--- src/rtl/smib_pkg.sv ---
package smib_pkg;
  localparam int DATA_W   = 16;
  localparam int ADDR_W   = 5;
  localparam int STRAP_W  = ADDR_W - 1;
  localparam int OP_W     = 2;
  localparam int BUSY_BIT = 15;
  localparam int MODE_BIT = 12;
  localparam int OP_LSB   = 10;
  localparam int DEV_LSB  = 5;
  localparam int RIX_LSB  = 0;
  localparam logic [ADDR_W-1:0] CMD_OFS  = 5'd0;
  localparam logic [ADDR_W-1:0] DATA_OFS = 5'd1;

  typedef enum logic [1:0] {ACC_NONE = 2'd0, ACC_WR = 2'd1, ACC_RD = 2'd2} acc_kind_e;

  // Opcode classification for both command modes.
  function automatic acc_kind_e classify(input logic c22, input logic [OP_W-1:0] op);
    acc_kind_e k;
    if (c22) begin
      case (op)
        2'b01:   k = ACC_WR;
        2'b10:   k = ACC_RD;
        default: k = ACC_NONE;
      endcase
    end else begin
      k = op[1] ? ACC_RD : ACC_WR;
    end
    return k;
  endfunction

  function automatic logic [DATA_W-1:0] pack_cmd(input logic busy, input logic c22,
      input logic [OP_W-1:0] op, input logic [ADDR_W-1:0] dev, input logic [ADDR_W-1:0] rix);
    logic [DATA_W-1:0] w;
    w = '0;
    w[BUSY_BIT] = busy;
    w[MODE_BIT] = c22;
    w[OP_LSB +: OP_W] = op;
    w[DEV_LSB +: ADDR_W] = dev;
    w[RIX_LSB +: ADDR_W] = rix;
    return w;
  endfunction

  function automatic logic [ADDR_W-1:0] own_addr(input logic [STRAP_W-1:0] s);
    return {s, 1'b0};
  endfunction
endpackage

--- src/rtl/smib_decode.sv ---
module smib_decode
  import smib_pkg::*;
(
  input  logic [STRAP_W-1:0] strap,
  input  logic               ext_stb,
  input  logic               ext_we,
  input  logic [ADDR_W-1:0]  ext_dev,
  input  logic [ADDR_W-1:0]  ext_rix,
  output logic               direct,
  output logic               sel,
  output logic               wr_cmd,
  output logic               wr_data,
  output logic               rd_cmd,
  output logic               rd_data
);
  logic hit_cmd, hit_data;

  always_comb begin
    direct   = (strap == '0);
    sel      = ext_stb && (direct || (ext_dev == own_addr(strap)));
    hit_cmd  = sel && !direct && (ext_rix == CMD_OFS);
    hit_data = sel && !direct && (ext_rix == DATA_OFS);
    wr_cmd   = hit_cmd && ext_we;
    wr_data  = hit_data && ext_we;
    rd_cmd   = hit_cmd && !ext_we;
    rd_data  = hit_data && !ext_we;
  end
endmodule

--- src/rtl/smib_engine.sv ---
module smib_engine
  import smib_pkg::*;
#(
  parameter int ACC_CYCLES = 4
) (
  input  logic               clk,
  input  logic               rst_n,
  input  logic               en,
  input  logic               wr_cmd,
  input  logic               wr_data,
  input  logic [DATA_W-1:0]  wdata,
  input  logic [DATA_W-1:0]  bus_rdata,
  output logic [DATA_W-1:0]  cmd_word,
  output logic [DATA_W-1:0]  data_word,
  output logic               busy,
  output logic               done,
  output logic               start,
  output logic               is_rd,
  output logic               bus_stb,
  output logic               bus_we,
  output logic               bus_c22,
  output logic [OP_W-1:0]    bus_op,
  output logic [ADDR_W-1:0]  bus_dev,
  output logic [ADDR_W-1:0]  bus_rix,
  output logic [DATA_W-1:0]  bus_wdata
);
  localparam int CW = $clog2(ACC_CYCLES + 1);
  localparam logic [CW-1:0] LOAD = CW'(ACC_CYCLES - 1);

  logic              busy_q, c22_q;
  logic [OP_W-1:0]   op_q;
  logic [ADDR_W-1:0] dev_q, rix_q;
  logic [CW-1:0]     cnt_q;
  logic [DATA_W-1:0] data_q;
  acc_kind_e         kind;
  logic              take_cmd, take_data;

  always_comb begin
    kind      = classify(c22_q, op_q);
    take_cmd  = en && wr_cmd && !busy_q;
    take_data = en && wr_data && !busy_q;
    done      = busy_q && (cnt_q == '0);
    start     = take_cmd && wdata[BUSY_BIT];
    is_rd     = (kind == ACC_RD);
    busy      = busy_q;
    cmd_word  = pack_cmd(busy_q, c22_q, op_q, dev_q, rix_q);
    data_word = data_q;
    bus_stb   = done && (kind != ACC_NONE);
    bus_we    = (kind == ACC_WR);
    bus_c22   = c22_q;
    bus_op    = op_q;
    bus_dev   = dev_q;
    bus_rix   = rix_q;
    bus_wdata = data_q;
  end

  always_ff @(posedge clk) begin
    if (!rst_n) begin
      busy_q <= 1'b0;
      c22_q  <= 1'b0;
      op_q   <= '0;
      dev_q  <= '0;
      rix_q  <= '0;
      cnt_q  <= '0;
      data_q <= '0;
    end else begin
      if (take_cmd) begin
        busy_q <= wdata[BUSY_BIT];
        c22_q  <= wdata[MODE_BIT];
        op_q   <= wdata[OP_LSB +: OP_W];
        dev_q  <= wdata[DEV_LSB +: ADDR_W];
        rix_q  <= wdata[RIX_LSB +: ADDR_W];
        cnt_q  <= LOAD;
      end else if (done) begin
        busy_q <= 1'b0;
      end else if (busy_q) begin
        cnt_q <= cnt_q - 1'b1;
      end
      if (take_data) begin
        data_q <= wdata;
      end else if (done && is_rd) begin
        data_q <= bus_rdata;
      end
    end
  end
endmodule

--- src/rtl/smib_top.sv ---
module smib_top
  import smib_pkg::*;
#(
  parameter int ACC_CYCLES = 4
) (
  input  logic         clk,
  input  logic         rst_n,
  input  logic [3:0]   strap,
  input  logic         ext_stb,
  input  logic         ext_we,
  input  logic [4:0]   ext_dev,
  input  logic [4:0]   ext_rix,
  input  logic [15:0]  ext_wdata,
  output logic         ext_sel,
  output logic [15:0]  ext_rdata,
  output logic         int_stb,
  output logic         int_we,
  output logic         int_c22,
  output logic [1:0]   int_op,
  output logic [4:0]   int_dev,
  output logic [4:0]   int_rix,
  output logic [15:0]  int_wdata,
  input  logic [15:0]  int_rdata
);
  logic direct_mode, wr_cmd, wr_data, rd_cmd, rd_data;
  logic [DATA_W-1:0] eng_cmd, eng_data, e_wdata;
  logic eng_busy, eng_done, eng_start, eng_rd;
  logic e_stb, e_we, e_c22;
  logic [OP_W-1:0] e_op;
  logic [ADDR_W-1:0] e_dev, e_rix;

  smib_decode u_dec (
    .strap(strap), .ext_stb(ext_stb), .ext_we(ext_we), .ext_dev(ext_dev), .ext_rix(ext_rix),
    .direct(direct_mode), .sel(ext_sel), .wr_cmd(wr_cmd), .wr_data(wr_data),
    .rd_cmd(rd_cmd), .rd_data(rd_data)
  );

  smib_engine #(.ACC_CYCLES(ACC_CYCLES)) u_eng (
    .clk(clk), .rst_n(rst_n), .en(!direct_mode), .wr_cmd(wr_cmd), .wr_data(wr_data),
    .wdata(ext_wdata), .bus_rdata(int_rdata), .cmd_word(eng_cmd), .data_word(eng_data),
    .busy(eng_busy), .done(eng_done), .start(eng_start), .is_rd(eng_rd),
    .bus_stb(e_stb), .bus_we(e_we), .bus_c22(e_c22), .bus_op(e_op),
    .bus_dev(e_dev), .bus_rix(e_rix), .bus_wdata(e_wdata)
  );

  always_comb begin
    if (direct_mode) begin
      int_stb   = ext_stb;
      int_we    = ext_we;
      int_c22   = 1'b1;
      int_op    = ext_we ? 2'b01 : 2'b10;
      int_dev   = ext_dev;
      int_rix   = ext_rix;
      int_wdata = ext_wdata;
      ext_rdata = (ext_stb && !ext_we) ? int_rdata : '0;
    end else begin
      int_stb   = e_stb;
      int_we    = e_we;
      int_c22   = e_c22;
      int_op    = e_op;
      int_dev   = e_dev;
      int_rix   = e_rix;
      int_wdata = e_wdata;
      ext_rdata = rd_cmd ? eng_cmd : (rd_data ? eng_data : '0);
    end
  end
endmodule

--- config.mk ---
export PLATFORM = sky130hd
export DESIGN_NAME = smib_top
export DESIGN_NICKNAME = d
export VERILOG_FILES = /design/src/rtl/smib_pkg.sv /design/src/rtl/smib_decode.sv /design/src/rtl/smib_engine.sv /design/src/rtl/smib_top.sv
export SDC_FILE = /design/constraint.sdc
export NUM_CORES = 1
export LEC_CHECK = 0
export BUFFER_PORTS_ARGS = -buffer_cell sky130_fd_sc_hd__buf_2
export CELL_PAD_IN_SITES_DETAIL_PLACEMENT = 0
export CELL_PAD_IN_SITES_GLOBAL_PLACEMENT = 1
export CORE_AREA = 10 10 94 96
export CTS_BUF_LIST = sky130_fd_sc_hd__clkbuf_16
export CTS_CLUSTER_DIAMETER = 120
export DETAILED_ROUTE_END_ITERATION = 10
export DIE_AREA = 0 0 104 106
export HOLD_SLACK_MARGIN = 0.06
export PLACE_DENSITY_LB_ADDON = 0.25
export SLEW_MARGIN = 20
export SYNTH_ARGS = -nofsm -noshare
export SYNTH_HDL_FRONTEND = slang
export SYNTH_HIERARCHICAL = 1
export SYNTH_SLANG_ARGS = --single-unit
--- constraint.sdc ---
create_clock -name clk -period 3.2 [get_ports clk]
set_input_delay 0.32 -clock clk [delete_from_list [all_inputs] [get_ports clk]]
set_output_delay 0.32 -clock clk [all_outputs]
set_load 0.05 [all_outputs]
==> results of run 1 <==
==> final timing paths <==
check	end	slack, ps
max	ext_rdata[11]	620
min	u_eng/bus_dev[4]$_SDFFE_PN0P_	300
max reg2reg	u_eng/bus_wdata[0]$_SDFFE_PN0P_	1640
min reg2reg	u_eng/bus_dev[1]$_SDFFE_PN0P_	470
==> placed cells by master, fill, tap and decap left out, types with 2 or more instances in the layout <==
cell	n
nand4b_1	2
and3b_1	18
nand3_1	19
nor3_2	2
xnor2_1	4
a31oi_1	18
nor3_1	3
nand2b_1	2
dfxtp_1	33
conb_1	2
clkbuf_16	5
buf_4	4
inv_1	8
o21ai_0	37
mux2_2	27
nor2_1	3
clkinv_2	2
nand3b_1	3
clkinv_1	2
a21oi_1	14
nand2_1	28
a221o_1	16
buf_2	97
ha_1	2
==> report_power, final <==
group / switching (mW) / internal (mW) / total, mW
Clock: 0.178 / 0.362 / 0.540
Combinational: 0.0816 / 0.0472 / 0.129
Sequential: 0.000111 / 0.411 / 0.411
Total: 0.260 / 0.820 / 1.08
==> sequential cells by signal, indices dropped and copies added, names as in the netlist <==
signal           cells
u_eng/bus_wdata     16
u_eng/bus_dev        5
u_eng/bus_rix        5
u_eng/cnt_q          3
u_eng/bus_op         2
u_eng/bus_c22        1
u_eng/busy           1
==> through the flow <==
stage          area [um2]  util, %  hold slack [ps]  worst slack, ps
6_report             3020     42.8              302              619
5_1_grt              3020     42.8              318              525
4_1_cts              3020     42.8              298              627
3_5_place_dp         2860     40.5              475              624
3_3_place_gp         2860     40.5              460              639
2_1_floorplan        2580        -              447              229
==> area by class of cell <==
cell class / count / share of cell area, %
clock buffer: 5 / 4.14
clock inverter: 3 / 1.24
inverter: 11 / 1.45
multi-input combinational: 214 / 49.5
sequential: 33 / 21.9
tap: 99 / 4.10
timing repair buffer: 102 / 17.7
==> routing by layer <==
metal  GRT usage, %  up-vias
li1               -     1212
met1           18.7     1165
met2           24.9       87
met3           3.62        9
met4           4.47        0
met5              0        -
==> tightest hold or removal path: stages <==
cell and delay (ps):
buf_2 110, nand2_1 50, a21oi_1 50
==> summary.txt, run 1 <==
Outcome
  • Status: complete, no violations

Timing
  • Worst Skew: 4.93 ps
  • Max_slew headroom: 57.6%
  • Final Max Slew Viols: 0
  • Slew at the pin with the worst max-slew slack: 636 ps
  • Final TNS setup: 0 ps
  • Fmax: 388 MHz
  • Hold Vio Cnt, Final: 0
  • RSZ-0062 raised after global routing: no
  • Setup-failing EPs final: 0
  • Final worst path period share: 80.6%
  • Final min period: 2580 ps

Worst setup path
  • Crit path from: strap[1]
  • Worst Path Arrival: 2260 ps
  • Worst-path cell chain: buf_2 > or4_4 > clkinv_2 > buf_12 > and3b_1 > a221o_1 > buf_2
  • CP max stage delay: 570 ps
  • Worst Setup Start Kind: input pin
  • CP most frequent cell: buf_2
  • Crit Path Max Fanout: 27
  • Reg-to-Reg Start: u_eng/cnt_q[0]$_SDFFE_PN0P_
  • Slowest stage cell, crit path: or4_4
  • Kind of cell adding the most delay to the critical path: buffers and inverters
  • Crit path depth: 7
  • Crit. End Element: output port
  • Worst EP required: 2880 ps
  • Worst R2R Path Depth: 6
  • Buf+Inv Stages, Crit Path: 4
  • Setup CP Type: input pin to output port

CTS
  • H-tree lvl count: 2
  • CTS Buffer Depth: 2
  • Clock Latency Late Sink: 280 ps
  • CTS tree: yes
  • Total CTS buffers: 5
  • Hold buffers post-CTS: 0
  • CTS sink count: 33
  • Worst-path clk slew: 60 ps
  • # Post-CTS Setup Buffers: 0
  • Root Buffer: clkbuf_16
  • Post-CTS sizing: 0

Floorplan
  • Rows: 31
  • Chip Width: 104 um
  • I/O pins: 98
  • Starting Density: 36.5%
  • Die Y: 106 um
  • Core footprint: 0.00706 mm2
  • Full die area: between 0.01 and 0.015 mm2

Routing
  • Met2 Wirelength: 4.09 mm
  • DR WL met3: 488 um
  • Post-route DRC: 0
  • 1st-iter DRT viols: 195
  • Routed vias/inst: 5.30
  • M1 wire length: 3.93 mm
  • Routed length per instance: 18.5 um
  • Top Metal Used: met4
  • Vias: 2,473
  • ANT nets after route: 0
  • Detailed Route WL: 8.62 mm
  • Drt first pass iters: 5

Place
  • Placed insts: 459
  • Detailed placer's ending HPWL: 6.24 mm
  • GPL Wtd Cong: 0.759
  • Port Buffers: 97

Global routing
  • Pin count of the biggest net entering global routing: 33
  • GR Overflow Total: 0
  • Vias in the first global route: 2,444
  • Initial antenna violation count: 0
  • GRT Total Usage: 15.0%
  • First-pass GRT wire length: around 14 mm

Finish
  • Non-Filler Instances: 467
  • Area of the multi-input gates: 0.00149 mm2
  • Reg area: 661 um2
  • Share of layout cells above drive strength 1: 40.2%
  • # diodes: 0
  • Filler instances: 757
  • Net count, final: ~420
  • Area growth syn-to-layout: 17.1%

Yosys
  • Yosys Warn Count: 6
  • Syn_area_per_cell: 8.30 um2
  • Cells after synthesis: 311
  • Cell area after synthesis: about 0.0026 mm2

Min path
  • Hold path startpoint: ext_wdata[9]
  • Hold Path Depth: 3
  • Hold Crit Class: input pin to flop

Job
  • Max-cap violations: 0

Power
  • Pwr per Cell Area: 358 mW/mm2
  • Worst IR drop on VDD: 211 uV
  • Total power: 1.08 mW
  • Leak pwr: 1.37 nW
Power figures use the tool's default switching activity.
==> run 2: changes to the inputs <==
ABC_AREA = 1   (was not set)
CORE_AREA = 10 10 109 111   (was 10 10 94 96)
DIE_AREA = 0 0 119 121   (was 0 0 104 106)
clock period = 2.3 ns   (was 3.2 ns; I/O delays follow)
==> run 2 against run 1 <==
Net effect:
- sequential share of layout area down 2.2 points
- via count up 27%
- cell count up 52%
- largest cell class unchanged
- clock-buffer cell count unchanged
- largest power group unchanged
- clock skew down 2.2 ps
==> summary.txt, run 2 <==
Min path
  • Hold Path Depth: 3
  • Worst hold endpoint: u_eng/busy$_SDFFE_PN0P_
  • Hold path startpoint: ext_wdata[15]
  • Hold Crit Class: input pin to flop

Global routing
  • GRT Total Usage: approximately 14%
  • First-pass GRT wire length: 16.1 mm
  • Pin count of the biggest net entering global routing: 33
  • GR Overflow Total: 0
  • Initial antenna violation count: 0
  • Vias in the first global route: roughly 3,200

Timing
  • Worst Slack Setup Final: 301 ps
  • Final hold slack: 237 ps
  • Worst Skew: 2.70 ps
  • Hold Vio Cnt, Final: 0
  • RSZ-0062 raised after global routing: no
  • Final Max Slew Viols: 0
  • Final TNS setup: 0 ps
  • Max_slew headroom: 42.3%
  • Final worst path period share: 86.9%
  • Fmax: 500 MHz
  • Slew at the pin with the worst max-slew slack: 865 ps
  • Final min period: between 1500 and 2000 ps
  • Setup-failing EPs final: 0

Finish
  • Area growth syn-to-layout: 17.0%
  • Leading cell type in the layout, fill and taps excluded: nand2_1
  • Net count, final: 630
  • Max FFs per register: 16
  • Cell area after layout: 0.00336 mm2
  • Non-Filler Instances: 711
  • # diodes: 0
  • Fin util: 34.9%
  • Share of layout cells above drive strength 1: a little under a quarter
  • Most frequent cells in the layout: nand2_1, buf_2, nor2_1

Job
  • Max-cap violations: 0

Power
  • Pwr per Cell Area: 411 mW/mm2
  • Worst IR drop on VDD: between 200 and 250 uV
  • Total power: 1.38 mW
  • Leak pwr: 2.06 nW

Worst setup path
  • Worst-path cell chain: buf_2 > inv_1 > or2_0 > nand2_1 > nor2_2 > nand4_1 > nor2_1 > buf_4 > nand3_1 > nand2_1 > nand2_1 > nand2_1 > buf_2
  • Kind of cell adding the most delay to the critical path: simple AND/OR/NAND/NOR gates
  • Worst R2R Path Depth: 7
  • R2R Path End: u_eng/bus_wdata[7]$_SDFFE_PN0P_
  • R2R Setup Slk: 550 ps
  • Worst Setup Start Kind: input pin
  • Worst EP required: 2070 ps
  • Crit. End Element: output port
  • CP max stage delay: 250 ps
  • Buf+Inv Stages, Crit Path: 4
  • CP most frequent cell: nand2_1
  • Crit Path Max Fanout: 16
  • Slowest stage cell, crit path: buf_4
  • Setup CP Type: input pin to output port
  • Reg-to-Reg Start: u_eng/cnt_q[0]$_SDFFE_PN0P_
  • Worst Path Arrival: between 1500 and 2000 ps

Floorplan
  • Rows: 36
  • Core footprint: 0.00964 mm2
  • Die Y: 121 um
  • I/O pins: 98
  • Starting Density: ~30%
  • Full die area: 0.0144 mm2
  • Chip Width: around 120 um

Routing
  • Post-route DRC: 0
  • 1st-iter DRT viols: 183
  • Detailed Route WL: 9.87 mm
  • Routed vias/inst: 4.42
  • Drt first pass iters: 4
  • Vias: 3,146
  • ANT nets after route: 0
  • Routed length per instance: 13.9 um

Yosys
  • Cell area after synthesis: between 0.002 and 0.003 mm2
  • Yosys Warn Count: 6
  • Cells after synthesis: slightly above 500
  • Syn_area_per_cell: 5.55 um2

CTS
  • Root Buffer: clkbuf_16
  • Clock Latency Late Sink: around 280 ps
  • H-tree lvl count: 2
  • # Post-CTS Setup Buffers: 0
  • Total CTS buffers: 5
  • Post-CTS sizing: 0
  • CTS sink count: 33
  • CTS Buffer Depth: 2
  • CTS tree: yes
  • Hold buffers post-CTS: 0
  • Worst-path clk slew: around 50 ps

Place
  • Detailed placer's ending HPWL: approximately 7.4 mm
  • Port Buffers: 97
  • Worst slack, placed: 262 ps
  • Placed cell area: 0.00323 mm2
  • Placed insts: 704
  • GPL Wtd Cong: 0.819

Outcome
  • Status: complete, no violations
## run 2: per-layer routing
layer / share of wire [%] / track usage (%) / routed length, um
met4: 0.62 / 2.60 / 61
met5: 0 / 0 / 0
met3: 5.3 / 3.63 / 526
met1: 44 / 16.1 / 4350
met2: 50 / 24.3 / 4940
## run 2: worst max path at each step
stage                     startpoint                               end  slack, ps  cells past startpoint
after floorplan             strap[3]                     ext_rdata[10]        460                     12
after global placement      strap[1]  u_eng/bus_wdata[11]$_SDFFE_PN0P_        290                     14
after detailed placement    strap[3]                     ext_rdata[11]        260                     14
after CTS                   strap[3]                     ext_rdata[11]        260                     14
after global routing        strap[0]                     ext_rdata[13]         30                     15
final                       strap[3]                     ext_rdata[11]        300                     13
## run 2: worst register-to-register path: stages, from the launching register on
cell and delay (ps):
dfxtp_1 320, inv_1 70, ha_1 210, nand3_1 120, nor2_1 70, nor2_2 650
nor2_1 110, nor2_1 140
## run 2: power by group
group          internal (mW)  leakage [nW]  switching [mW]
Clock                  0.387        0.0685           0.239
Combinational         0.0611          1.72           0.124
Sequential             0.572         0.266        0.000162
## run 2: final cells by class
class                           instances  area [um2]
Inverter                               37         141
Timing Repair Buffer                  108         568
Tap cell                              133         166
Clock buffer                            5         125
Multi-Input combinational cell        393        1690
Fill cell                            1142        6280
Sequential cell                        33         661
Clock inverter                          2        7.51
